[config.mk]
export PLATFORM = sky130hd
export DESIGN_NAME = sdram_spd_boot
export DESIGN_NICKNAME = d
export VERILOG_FILES = /design/src/rtl/sdcfg_pkg.sv /design/src/rtl/sdcfg_ceil_div10.sv /design/src/rtl/sdcfg_word_pack.sv /design/src/rtl/sdram_spd_boot.sv
export SDC_FILE = /design/constraint.sdc
export NUM_CORES = 1
export LEC_CHECK = 0
export CAP_MARGIN = 10
export CORE_AREA = 2 2 125 127
export DETAILED_ROUTE_END_ITERATION = 16
export DIE_AREA = 0 0 127 129
export PLACE_DENSITY = 0.8
export SYNTH_ARGS = -nofsm -noshare
export SYNTH_HDL_FRONTEND = slang
export SYNTH_SLANG_ARGS = --single-unit
export TNS_END_PERCENT = 50
[constraint.sdc]
create_clock -name clk -period 6.9 [get_ports clk]
set_input_delay 1.035 -clock clk [delete_from_list [all_inputs] [get_ports clk]]
set_output_delay 1.035 -clock clk [all_outputs]
set_load 0.02 [all_outputs]
[src/rtl/sdcfg_pkg.sv]
package sdcfg_pkg;

    typedef enum logic [3:0] {
        S_IDLE,
        S_DET_FREQ,
        S_DET_CLK,
        S_RD_TBL,
        S_WR_MOD,
        S_WR_GDEF,
        S_WR_GECC,
        S_WR_GINIT,
        S_POLL,
        S_DONE,
        S_FAIL
    } seq_state_t;

    // Module bytes kept for the control word (type byte held separately)
    typedef struct packed {
        logic [7:0] row_bits;   // byte 3
        logic [7:0] col_bits;   // byte 4
        logic [7:0] mod_rows;   // byte 5
        logic [7:0] banks;      // byte 17
        logic [7:0] cas_map;    // byte 18
        logic [7:0] attr;       // byte 21
        logic [7:0] t_rp;       // byte 27
        logic [7:0] t_rrd;      // byte 28
        logic [7:0] t_rcd;      // byte 29
        logic [7:0] t_ras;      // byte 30
    } spd_bytes_t;

    localparam logic [7:0]  SUB_FREQ      = 8'd126;
    localparam logic [7:0]  SUB_CYCLE     = 8'd9;
    localparam logic [7:0]  FREQ_100      = 8'd100;
    localparam logic [7:0]  CYCLE_LIMIT   = 8'h75;
    localparam logic [7:0]  TYPE_ECC      = 8'd2;
    localparam int          TBL_LEN       = 12;
    localparam int          IDX_W         = $clog2(TBL_LEN);
    localparam logic [31:0] GLB_DEFAULT   = 32'h0222_59F1;
    localparam int          GLB_ECC_BIT   = 16;
    localparam int          GLB_ISEL_BIT  = 18;
    localparam int          GLB_IGO_BIT   = 19;

    // Byte index fetched at each table step; order matters to the capture
    function automatic logic [7:0] tbl_sub(input logic [IDX_W-1:0] idx);
        logic [7:0] s;
        unique case (idx)
            4'd0:    s = 8'd11;
            4'd1:    s = 8'd12;
            4'd2:    s = 8'd4;
            4'd3:    s = 8'd21;
            4'd4:    s = 8'd3;
            4'd5:    s = 8'd17;
            4'd6:    s = 8'd5;
            4'd7:    s = 8'd27;
            4'd8:    s = 8'd28;
            4'd9:    s = 8'd29;
            4'd10:   s = 8'd30;
            default: s = 8'd18;
        endcase
        return s;
    endfunction

endpackage

[src/rtl/sdcfg_ceil_div10.sv]
module sdcfg_ceil_div10 (
    input  logic [7:0] num,
    output logic [4:0] quo
);
    logic [8:0] biased;

    always_comb begin
        biased = {1'b0, num} + 9'd9;
        quo    = 5'(biased / 9'd10);
    end
endmodule

[src/rtl/sdcfg_word_pack.sv]
module sdcfg_word_pack
    import sdcfg_pkg::*;
#(
    parameter int SIZE_W = 16
) (
    input  spd_bytes_t        spd,
    output logic [31:0]       mod_word,
    output logic [SIZE_W-1:0] size_mb
);
    localparam int N_DIV = 3;

    logic [7:0] div_in [N_DIV];
    logic [4:0] div_q  [N_DIV];
    logic [7:0] t_max;

    always_comb begin
        t_max     = (spd.t_rcd > spd.t_rrd) ? spd.t_rcd : spd.t_rrd;
        div_in[0] = spd.t_rp;
        div_in[1] = t_max;
        div_in[2] = spd.t_ras - spd.t_rcd;
    end

    for (genvar g = 0; g < N_DIV; g++) begin : g_div
        sdcfg_ceil_div10 u_div (
            .num (div_in[g]),
            .quo (div_q[g])
        );
    end

    function automatic logic [1:0] cas_code(input logic [7:0] m);
        logic [1:0] c;
        if (m[3])      c = 2'd3;
        else if (m[2]) c = 2'd2;
        else if (m[0]) c = 2'd1;
        else           c = 2'd0;
        return c;
    endfunction

    logic [9:0] expo;
    logic [9:0] shamt;
    logic [2:0] col_f;
    logic [1:0] row_f;
    logic       attr_b;
    logic [1:0] trp_f, tmax_f, tras_f, cas_f;
    logic [4:0] trp_m1, tmax_m1, tras_m2;
    logic [6:0] size_f;

    always_comb begin
        expo  = 10'(spd.col_bits) + 10'(spd.mod_rows >> 1) + 10'(spd.row_bits)
              + 10'(spd.banks >> 1) + 10'd3;
        shamt = expo - 10'd20;
        if (expo >= 10'd20 && shamt < 10'(SIZE_W))
            size_mb = SIZE_W'(1) << shamt;
        else
            size_mb = '0;

        col_f   = 3'(spd.col_bits - 8'd8);
        row_f   = 2'(spd.row_bits - 8'd11);
        attr_b  = (spd.attr != 8'd0) | 1'b1;   // field forced on
        trp_m1  = div_q[0] - 5'd1;
        tmax_m1 = div_q[1] - 5'd1;
        tras_m2 = div_q[2] - 5'd2;
        trp_f   = trp_m1[1:0];
        tmax_f  = tmax_m1[1:0];
        tras_f  = tras_m2[1:0];
        cas_f   = cas_code(spd.cas_map);
        size_f  = size_mb[10:4] - 7'd1;

        mod_word = {8'h00, 1'b0, size_f, cas_f, tras_f, tmax_f, trp_f,
                    spd.mod_rows[1], spd.banks[2], row_f, attr_b, col_f};
    end
endmodule

[src/rtl/sdram_spd_boot.sv]
module sdram_spd_boot
    import sdcfg_pkg::*;
#(
    parameter logic [6:0] DEV_ADDR    = 7'h50,
    parameter int         TIMEOUT_CYC = 1000,
    parameter int         SIZE_W      = 16
) (
    input  logic              clk,
    input  logic              rst_n,
    input  logic              start,
    output logic              rd_req,
    output logic [6:0]        rd_dev,
    output logic [7:0]        rd_sub,
    input  logic              rd_ack,
    input  logic              rd_ok,
    input  logic [7:0]        rd_data,
    output logic              cfg_wr,
    output logic              cfg_sel_glb,
    output logic [31:0]       cfg_wdata,
    input  logic              init_busy,
    output logic [7:0]        speed_mhz,
    output logic [SIZE_W-1:0] size_mb,
    output logic              done,
    output logic              error
);
    localparam int             CNT_W    = $clog2(TIMEOUT_CYC + 1);
    localparam logic [CNT_W-1:0] POLL_LAST = CNT_W'(TIMEOUT_CYC - 1);
    localparam logic [IDX_W-1:0] IDX_LAST  = IDX_W'(TBL_LEN - 1);

    seq_state_t          state, state_nx;
    logic [IDX_W-1:0]    tbl_idx;
    logic [CNT_W-1:0]    poll_cnt;
    logic [7:0]          speed_q;
    logic [SIZE_W-1:0]   size_q;
    spd_bytes_t          spd_q;
    logic [7:0]          mem_type_q;
    logic [31:0]         pack_word;
    logic [SIZE_W-1:0]   pack_size;
    logic                ecc_en;
    logic [31:0]         glb_base;

    sdcfg_word_pack #(.SIZE_W(SIZE_W)) u_pack (
        .spd      (spd_q),
        .mod_word (pack_word),
        .size_mb  (pack_size)
    );

    assign ecc_en   = (mem_type_q == TYPE_ECC);
    assign glb_base = ecc_en ? (GLB_DEFAULT | (32'd1 << GLB_ECC_BIT)) : GLB_DEFAULT;

    // State register
    always_ff @(posedge clk or negedge rst_n) begin
        if (!rst_n) state <= S_IDLE;
        else        state <= state_nx;
    end

    // Transitions
    always_comb begin
        state_nx = state;
        unique case (state)
            S_IDLE, S_DONE, S_FAIL:
                if (start) state_nx = S_DET_FREQ;
            S_DET_FREQ:
                if (rd_ack) begin
                    if (!rd_ok)                  state_nx = S_FAIL;
                    else if (rd_data == FREQ_100) state_nx = S_RD_TBL;
                    else                         state_nx = S_DET_CLK;
                end
            S_DET_CLK:
                if (rd_ack) begin
                    if (rd_ok && rd_data <= CYCLE_LIMIT) state_nx = S_RD_TBL;
                    else                                 state_nx = S_FAIL;
                end
            S_RD_TBL:
                if (rd_ack) begin
                    if (!rd_ok)                 state_nx = S_FAIL;
                    else if (tbl_idx == IDX_LAST) state_nx = S_WR_MOD;
                end
            S_WR_MOD:   state_nx = S_WR_GDEF;
            S_WR_GDEF:  state_nx = ecc_en ? S_WR_GECC : S_WR_GINIT;
            S_WR_GECC:  state_nx = S_WR_GINIT;
            S_WR_GINIT: state_nx = S_POLL;
            S_POLL:
                if (!init_busy)              state_nx = S_DONE;
                else if (poll_cnt == POLL_LAST) state_nx = S_FAIL;
            default:    state_nx = S_IDLE;
        endcase
    end

    // Captured bytes, counters and results
    always_ff @(posedge clk or negedge rst_n) begin
        if (!rst_n) begin
            tbl_idx    <= '0;
            poll_cnt   <= '0;
            speed_q    <= '0;
            size_q     <= '0;
            spd_q      <= '0;
            mem_type_q <= '0;
        end else begin
            unique case (state)
                S_IDLE, S_DONE, S_FAIL:
                    if (start) begin
                        tbl_idx <= '0;
                        speed_q <= '0;
                        size_q  <= '0;
                    end
                S_DET_FREQ:
                    if (rd_ack && rd_ok && rd_data == FREQ_100) speed_q <= 8'd100;
                S_DET_CLK:
                    if (rd_ack && rd_ok && rd_data <= CYCLE_LIMIT) speed_q <= 8'd133;
                S_RD_TBL:
                    if (rd_ack && rd_ok) begin
                        tbl_idx <= tbl_idx + 1'b1;
                        unique case (tbl_idx)
                            4'd0:    mem_type_q     <= rd_data;
                            4'd1:    ;  // refresh byte is fetched but not used
                            4'd2:    spd_q.col_bits <= rd_data;
                            4'd3:    spd_q.attr     <= rd_data;
                            4'd4:    spd_q.row_bits <= rd_data;
                            4'd5:    spd_q.banks    <= rd_data;
                            4'd6:    spd_q.mod_rows <= rd_data;
                            4'd7:    spd_q.t_rp     <= rd_data;
                            4'd8:    spd_q.t_rrd    <= rd_data;
                            4'd9:    spd_q.t_rcd    <= rd_data;
                            4'd10:   spd_q.t_ras    <= rd_data;
                            default: spd_q.cas_map  <= rd_data;
                        endcase
                    end
                S_WR_MOD:   size_q   <= pack_size;
                S_WR_GINIT: poll_cnt <= '0;
                S_POLL:
                    if (init_busy && poll_cnt != POLL_LAST) poll_cnt <= poll_cnt + 1'b1;
                default: ;
            endcase
        end
    end

    // Outputs
    always_comb begin
        rd_req      = 1'b0;
        rd_dev      = DEV_ADDR;
        rd_sub      = 8'd0;
        cfg_wr      = 1'b0;
        cfg_sel_glb = 1'b1;
        cfg_wdata   = 32'd0;
        unique case (state)
            S_DET_FREQ: begin rd_req = 1'b1; rd_sub = SUB_FREQ;          end
            S_DET_CLK:  begin rd_req = 1'b1; rd_sub = SUB_CYCLE;         end
            S_RD_TBL:   begin rd_req = 1'b1; rd_sub = tbl_sub(tbl_idx);  end
            S_WR_MOD:   begin cfg_wr = 1'b1; cfg_sel_glb = 1'b0; cfg_wdata = pack_word; end
            S_WR_GDEF:  begin cfg_wr = 1'b1; cfg_wdata = GLB_DEFAULT; end
            S_WR_GECC:  begin cfg_wr = 1'b1; cfg_wdata = glb_base;    end
            S_WR_GINIT: begin
                cfg_wr    = 1'b1;
                cfg_wdata = (glb_base & ~(32'd1 << GLB_ISEL_BIT)) | (32'd1 << GLB_IGO_BIT);
            end
            default: ;
        endcase
        done      = (state == S_DONE);
        error     = (state == S_FAIL);
        speed_mhz = speed_q;
        size_mb   = size_q;
    end

    // a pending request keeps its address until acknowledged
    p_req_hold_r12: assert property (@(posedge clk) disable iff (!rst_n)
        rd_req && !rd_ack |=> rd_req && $stable(rd_sub) && $stable(rd_dev));

    // done only ever reports one of the two detected speeds
    p_speed_valid_r1: assert property (@(posedge clk) disable iff (!rst_n)
        done |-> (speed_mhz == 8'd100 || speed_mhz == 8'd133));

    // module word fixed bits
    p_mod_fixed_r5: assert property (@(posedge clk) disable iff (!rst_n)
        cfg_wr && !cfg_sel_glb |-> cfg_wdata[3] && cfg_wdata[31:23] == 9'd0);

    // ECC enable only for an ECC module type
    p_ecc_gate_r9: assert property (@(posedge clk) disable iff (!rst_n)
        cfg_wr && cfg_sel_glb && cfg_wdata[GLB_ECC_BIT] |-> mem_type_q == TYPE_ECC);

    // completion follows a low busy sample; counter stays within the window
    p_done_idle_r10: assert property (@(posedge clk) disable iff (!rst_n)
        $rose(done) |-> $past(!init_busy));
    p_poll_bound_r10: assert property (@(posedge clk) disable iff (!rst_n)
        state == S_POLL |-> poll_cnt <= POLL_LAST);
endmodule

==> results of run 1 <==
timing repair:
action	4_1_cts	5_1_grt
gates resized for setup	0	3
setup buffers	0	0
setup endpoints to repair	0	3
hold buffers	0	0
state kept, by name (all words and copies together) (netlist names):
| signal | count |
|---|---|
| size_mb | 16 |
| spd_q | 65 |
| poll_cnt | 10 |
| state | 4 |
| tbl_idx | 4 |
| speed_mhz | 3 |
| mem_type_q | 8 |
cell type report:
cell class | count | area share (%)
Timing Repair Buffer | 73 | 7.54
Sequential cell | 110 | 28.6
Clock inverter | 7 | 0.858
Inverter | 59 | 2.30
Multi-Input combinational cell | 747 | 55.9
Tap cell | 188 | 2.44
Clock buffer | 9 | 2.34
critical path: stages (launching register included):
cell             delay (ns)
dfrtp_1                0.36
inv_1                  0.05
ha_1                   0.30
fa_1                   0.45
fa_1                   0.41
fa_1                   0.44
xor2_2                 0.37
ha_1                   0.26
xnor3_1                0.40
o2bb2ai_1              0.25
and4_1                 0.31
nand3_1                0.11
ha_1                   0.31
or3_1                  0.39
a21oi_1                0.16
clkdlybuf4s50_1        0.64
final timing paths:
| check | start | end | slack, ns | depth (start not counted) |
|---|---|---|---|---|
| min in group asynchronous | rst_n | tbl_idx[2]$_DFFE_PN0P_ | 0.59 | 1 |
| hold / removal | size_mb[11]$_DFFE_PN0P_ | size_mb[11]$_DFFE_PN0P_ | 0.49 | 2 |
| setup reg to reg | spd_q[49]$_DFFE_PN0P_ | size_mb[15]$_DFFE_PN0P_ | 2.42 | 13 |
| max in group asynchronous | rst_n | spd_q[69]$_DFFE_PN0P_ | 4.95 | 2 |
| hold reg to reg | size_mb[11]$_DFFE_PN0P_ | size_mb[11]$_DFFE_PN0P_ | 0.49 | 2 |
| setup / recovery | spd_q[49]$_DFFE_PN0P_ | cfg_wdata[18] | 0.31 | 15 |
logic make-up after synthesis:
logic type | after synthesis | share of synthesized area [%]
AND/OR/NAND/NOR | 309 | 17.8
AO/OA/AOI/OAI | 238 | 18.8
buffers and inverters | 114 | 6.02
flip-flops | 110 | 32.1
multiplexers | 92 | 11.9
adder cells (fa/ha/maj) | 61 | 10.3
XOR/XNOR | 28 | 3.02
other | 2 | 0.0875
synth_stat cells, types with 12 or more instances:
cell,instances
a211oi_1,18
a21oi_1,47
a31oi_1,12
buf_4,23
clkbuf_1,28
dfrtp_1,110
fa_1,16
ha_1,44
inv_1,58
mux2_2,78
mux2i_1,14
nand2_1,84
nand2b_1,12
nand3_1,26
nor2_1,84
nor3_1,20
o21ai_0,62
xnor2_1,16
routing by layer:
metal,vias to the layer above,track usage [%],part of all wire [%]
met2,296,40.7,45
met5,-,0,0
li1,3502,-,-
met3,41,4.66,7.1
met1,3599,35.8,45
met4,0,9.11,2.5
power breakdown:
| group | switching (µW) | total (µW) | internal, µW | leakage, µW |
|---|---|---|---|---|
| sequential | 93.9 | 804 | 710 | 0.00151 |
| clock | 247 | 533 | 286 | 0.000144 |
| combinational | 485 | 816 | 332 | 0.00274 |
per-stage QoR:
| step | power (µW) | cells | utilization [%] | hold WS (ns) |
|---|---|---|---|---|
| global placement | 1600 | 1177 | 62.1 | 0.464 |
| finish | 2150 | 1193 | 64.3 | 0.488 |
| global route | 2270 | 1193 | 64.3 | 0.514 |
| CTS | 2150 | 1193 | 64.2 | 0.489 |
| detailed placement | 1620 | 1177 | 62.1 | 0.470 |
| floorplan | 1360 | 971 | - | 0.471 |
==> flow_summary.toml, run 1 <==
[drt]
route.vias.total = 7438
first_iter_violations = 558
detail_route.vias_per_cell = 6.23
dr.pass1.iters = 5
ant_nets = 0
post_drt_wl_per_cell_um = 17.6
drt_drc_violations_left = 0
drt-total-wl_um = 21000

[floorplan]
placeableCoreArea_um2 = 15000
die_extent_in_y_um = 129
die_area_um2 = 16400
core.rowCount = 45
floorplan.initialDensity_pct = 57.3
die_w_um = 127
ioPinCount = 90

[synthesis]
synth_largest_area_cell = "dfrtp_1"
synth.distinct_cells = 87
post-synth-top-area-fraction_pct = 32.1
ys_async_sr_fraction_pct = 100
ys_seq_elements = 110
synthCells = 954
ys_seq_area_share_pct = 32.1
synth_area_leaders = "dfrtp_1 32%, mux2_2 10%, ha_1 6.4%"
synthesis.area_um2 = 8580
number_of_synthesized_flops_with_an_enable_pin = 0
ys.warnings.count = 0
synth.avg_cell_area_um2 = 9.00
ys.flop_type = "dfrtp_1"

[global_routing]
grt_max_degree = 85
antenna_found_initial = 0
first_global_vias = 6701
grt-ovfl-total = 0
track_usage_pct = 25.7
grt_first_pass_wirelength_um = 33800

[clock_tree]
tritoncts.num_buffers = 9
cts_htree_levels = 3
clk_lat_worst_skew_ns = 0.35
clock_root_buffer = "clkbuf_16"
cts_clock_pin_slew_for_the_worst_setup_and_hold_paths_ns = 0.07
clockBufferDepth = 2
tritoncts_clock_tree = "done"
cts.sinks = 110

[placement]
port_buffers = 70
post_dp_cell_area_um2 = 9310
dp_worst_setup_slack_ns = 0.627
gp_congestion = 0.874
place_hpwl_um = 15200

[setup_path]
arrival_time_reported_for_the_critical_path_endpoint_ns = 5.56
worst_setup_path_end_kind = "output port"
crit_required_ns = 5.86
cp-start-kind = "flip-flop"
timing_worst_setup_path_type = "flip-flop to output port"
worstPathMaxFanout = 8

[power_and_ir_drop]
worst_ir_drop_vdd_mv = 0.278
power.density_cell_area_nw_per_um2 = 224
cellLeakagePower_uw = 0.00439

[sta]
fin_skew_ns = 0.00700
finalHoldViolations = 0
final_critical_path_setup_slack_ns = 0.310
portion_of_the_clock_cycle_consumed_by_the_worst_path_in_the_final_layout_pct = 95.5
final.setup.tns_ns = 0
unrepaired_setup_endpoints_after_global_routing = "false"
min_period_ns = 6.59
report.final.slew_viol_count = 0
achievable-frequency_mhz = 152
max_slew_margin_pct = 30.8
final_setup_fails = 0
worstMarginPinSlew_ns = 1.04

[hold_path]
timing.hold.worst.class = "flip-flop to flip-flop"

[cells_and_area]
final_design_area_no_fill_um2 = 9630
sequential_cell_area_um2 = 2750
mostFrequentLayoutCells = "110 x dfrtp_1, 84 x nor2_1, 84 x nand2_1"
fillerInstances = 1224
area_taken_by_multi_input_logic_gates_um2 = 5380
diodes = 0
area.growth.synth_to_final_pct = 12.2
num-nets-final = 1074
layout_commonest_cell = "dfrtp_1"
share_of_layout_cells_above_drive_strength_1_pct = 11.8

[status]
outcome = "complete, no violations"

[job]
cap_violations = 0
(Power assumes the default switching activity.)
==> run 2, diff against run 1 <==
Settings changed: CORE_AREA 2 2 125 127 to 3 3 126 128, DIE_AREA 0 0 127 129 to 0 0 129 131, GPL_TIMING_DRIVEN set to 0.
==> run 2 against run 1 <==
  * Register-to-register slack improved by 0.04 ns
  * Clock-buffer cell count grew 2
  * Clock power increased by 2%
  * Final cell count is 4.4% higher
  * Largest cell class unchanged
==> flow_summary.toml, run 2 (synthesized netlist as in run 1, its figures left out) <==
[status]
outcome = "complete, no violations"

[global_routing]
grt_first_pass_wirelength_um = 34100
antenna_found_initial = 0
first_global_vias = 7071
track_usage_pct = 24.9
grt-ovfl-total = 0
grt_max_degree = 75

[cells_and_area]
num-nets-final = 1127
largest_reg_flops = 65
fin_cells = 1246
largest_register = "spd_q"
diodes = 0
utilization_pct = 66.4
fillerInstances = 1208
share_of_layout_cells_above_drive_strength_1_pct = 13.8
area_taken_by_multi_input_logic_gates_um2 = 5400
layout_commonest_cell = "dfrtp_1"
sequential_cell_area_um2 = 2750
area.growth.synth_to_final_pct = 15.8
mostFrequentLayoutCells = "110 x dfrtp_1, 84 x nand2_1, 83 x nor2_1"

[sta]
unrepaired_setup_endpoints_after_global_routing = "false"
portion_of_the_clock_cycle_consumed_by_the_worst_path_in_the_final_layout_pct = 96.0
achievable-frequency_mhz = 151
finalHoldViolations = 0
final.setup.tns_ns = 0
min_period_ns = 6.63
worstMarginPinSlew_ns = 0.845
final_setup_fails = 0
fin_skew_ns = 0.00657
final_hold_slack_ns = 0.490
max_slew_margin_pct = 43.1
report.final.slew_viol_count = 0

[power_and_ir_drop]
worst_ir_drop_vdd_mv = 0.289
clockPowerShare_pct = 24.6
cellLeakagePower_uw = 0.00455
p_int_uw = 1370
p_comb_share_pct = 40.6
fin_total_pwr_uw = 2200
share_seq_of_total_power_pct = 34.8
p_sw_share_pct = 37.9
sw_pwr_uw = 832
power.density_cell_area_nw_per_um2 = 221

[setup_path]
slowest_stage_cell_on_the_critical_path = "clkdlybuf4s50_1"
crit_required_ns = 5.86
arrival_time_reported_for_the_critical_path_endpoint_ns = 5.59
cp-start-kind = "flip-flop"
path_cells = "fa_1 -> fa_1 -> ha_1 -> nor2b_1 -> o21ai_0 -> a21boi_1 -> o21a_1 -> or3_1 -> a211oi_1 -> o2bb2ai_1 -> and4_1 -> nand3_1 -> ha_1 -> nor4_1 -> o21ai_0 -> a21oi_1 -> clkdlybuf4s50_1"
cpLargestDelayFamily = "adder cells"
critPathBufInv = 1
timing_worst_setup_path_type = "flip-flop to output port"
worstPathMaxFanout = 8
worst_setup_path_end_kind = "output port"
timing.critical_path.slowest_cell_delay_ns = 0.65

[placement]
post-place-cells = 1230
gp_congestion = 0.963
port_buffers = 70
place_hpwl_um = 15600

[clock_tree]
tritoncts.num_buffers = 9
clk_lat_worst_skew_ns = 0.35
cts-hold-fix-buffers = 0
cts_repair_resize_count = 0
cts_clock_pin_slew_for_the_worst_setup_and_hold_paths_ns = 0.07
cts.sinks = 110
clockBufferDepth = 2
tritoncts_clock_tree = "done"
cts_htree_levels = 3
clock_root_buffer = "clkbuf_16"
post_cts.repair.setup_buffers = 0

[floorplan]
die_extent_in_y_um = 131
ioPinCount = 90
die_w_um = 129
core.rowCount = 45
floorplan.initialDensity_pct = 57.3
die_area_um2 = 16900
placeableCoreArea_um2 = 15000

[drt]
first_iter_violations = 402
ant_nets = 0
dr.pass1.iters = 5
route.vias.total = 7544
post_drt_wl_per_cell_um = 16.9
detail_route.vias_per_cell = 6.05
drt-total-wl_um = 21100
drt_drc_violations_left = 0

[job]
cap_violations = 0

[hold_path]
timing.hold.worst.class = "flip-flop to flip-flop"
[run 2: metrics by stage]
stage	cell area, µm²	setup WS [ns]
3_5_place_dp	9610	0.489
4_1_cts	9920	0.0892
6_report	9940	0.273
5_1_grt	9940	0.0581
2_1_floorplan	8650	1.25
3_3_place_gp	9580	0.594
[run 2: power groups by stage]
stage	clock, µW	sequential (µW)	combinational, µW
2_1_floorplan	0	765	590
3_3_place_gp	0	771	859
3_5_place_dp	0	775	870
4_1_cts	549	764	879
5_1_grt	570	774	972
6_report	542	765	892
[run 2: worst paths after layout]
check                                  startpoint                       to  slack, ns  cells past startpoint
setup / recovery            spd_q[51]$_DFFE_PN0P_            cfg_wdata[20]       0.27                     17
setup reg to reg            spd_q[51]$_DFFE_PN0P_  size_mb[15]$_DFFE_PN0P_       2.46                     14
hold reg to reg            size_mb[8]$_DFFE_PN0P_   size_mb[8]$_DFFE_PN0P_       0.49                      2
max in group asynchronous                   rst_n   tbl_idx[0]$_DFFE_PN0P_       5.54                      2
min in group asynchronous                   rst_n  poll_cnt[7]$_DFFE_PN0P_       0.65                      1
hold / removal             size_mb[8]$_DFFE_PN0P_   size_mb[8]$_DFFE_PN0P_       0.49                      2
[run 2: layout make-up]
class / instances / area share, %
Inverter: 59 / 2.23
Clock inverter: 5 / 0.566
Clock buffer: 11 / 2.54
Multi-Input combinational cell: 747 / 54.3
Tap cell: 188 / 2.37
Buffer: 55 / 2.98
Timing Repair Buffer: 71 / 7.33
Sequential cell: 110 / 27.7
[run 2: worst min-delay path: cells and delay by family, from the launching register on]
kind             cells  cell delay (ns)
AO/OA/AOI/OAI        1             0.06
flip-flops           1             0.34
AND/OR/NAND/NOR      1             0.05
[run 2: layer usage]
| layer | share of wire (%) | GRT usage (%) | up-vias |
|---|---|---|---|
| met1 | 44 | 32.7 | 3630 |
| met3 | 5.6 | 2.89 | 38 |
| met4 | 2.4 | 8.77 | 0 |
| li1 | - | - | 3605 |
| met2 | 48 | 42.7 | 271 |
| met5 | 0 | 0 | - |
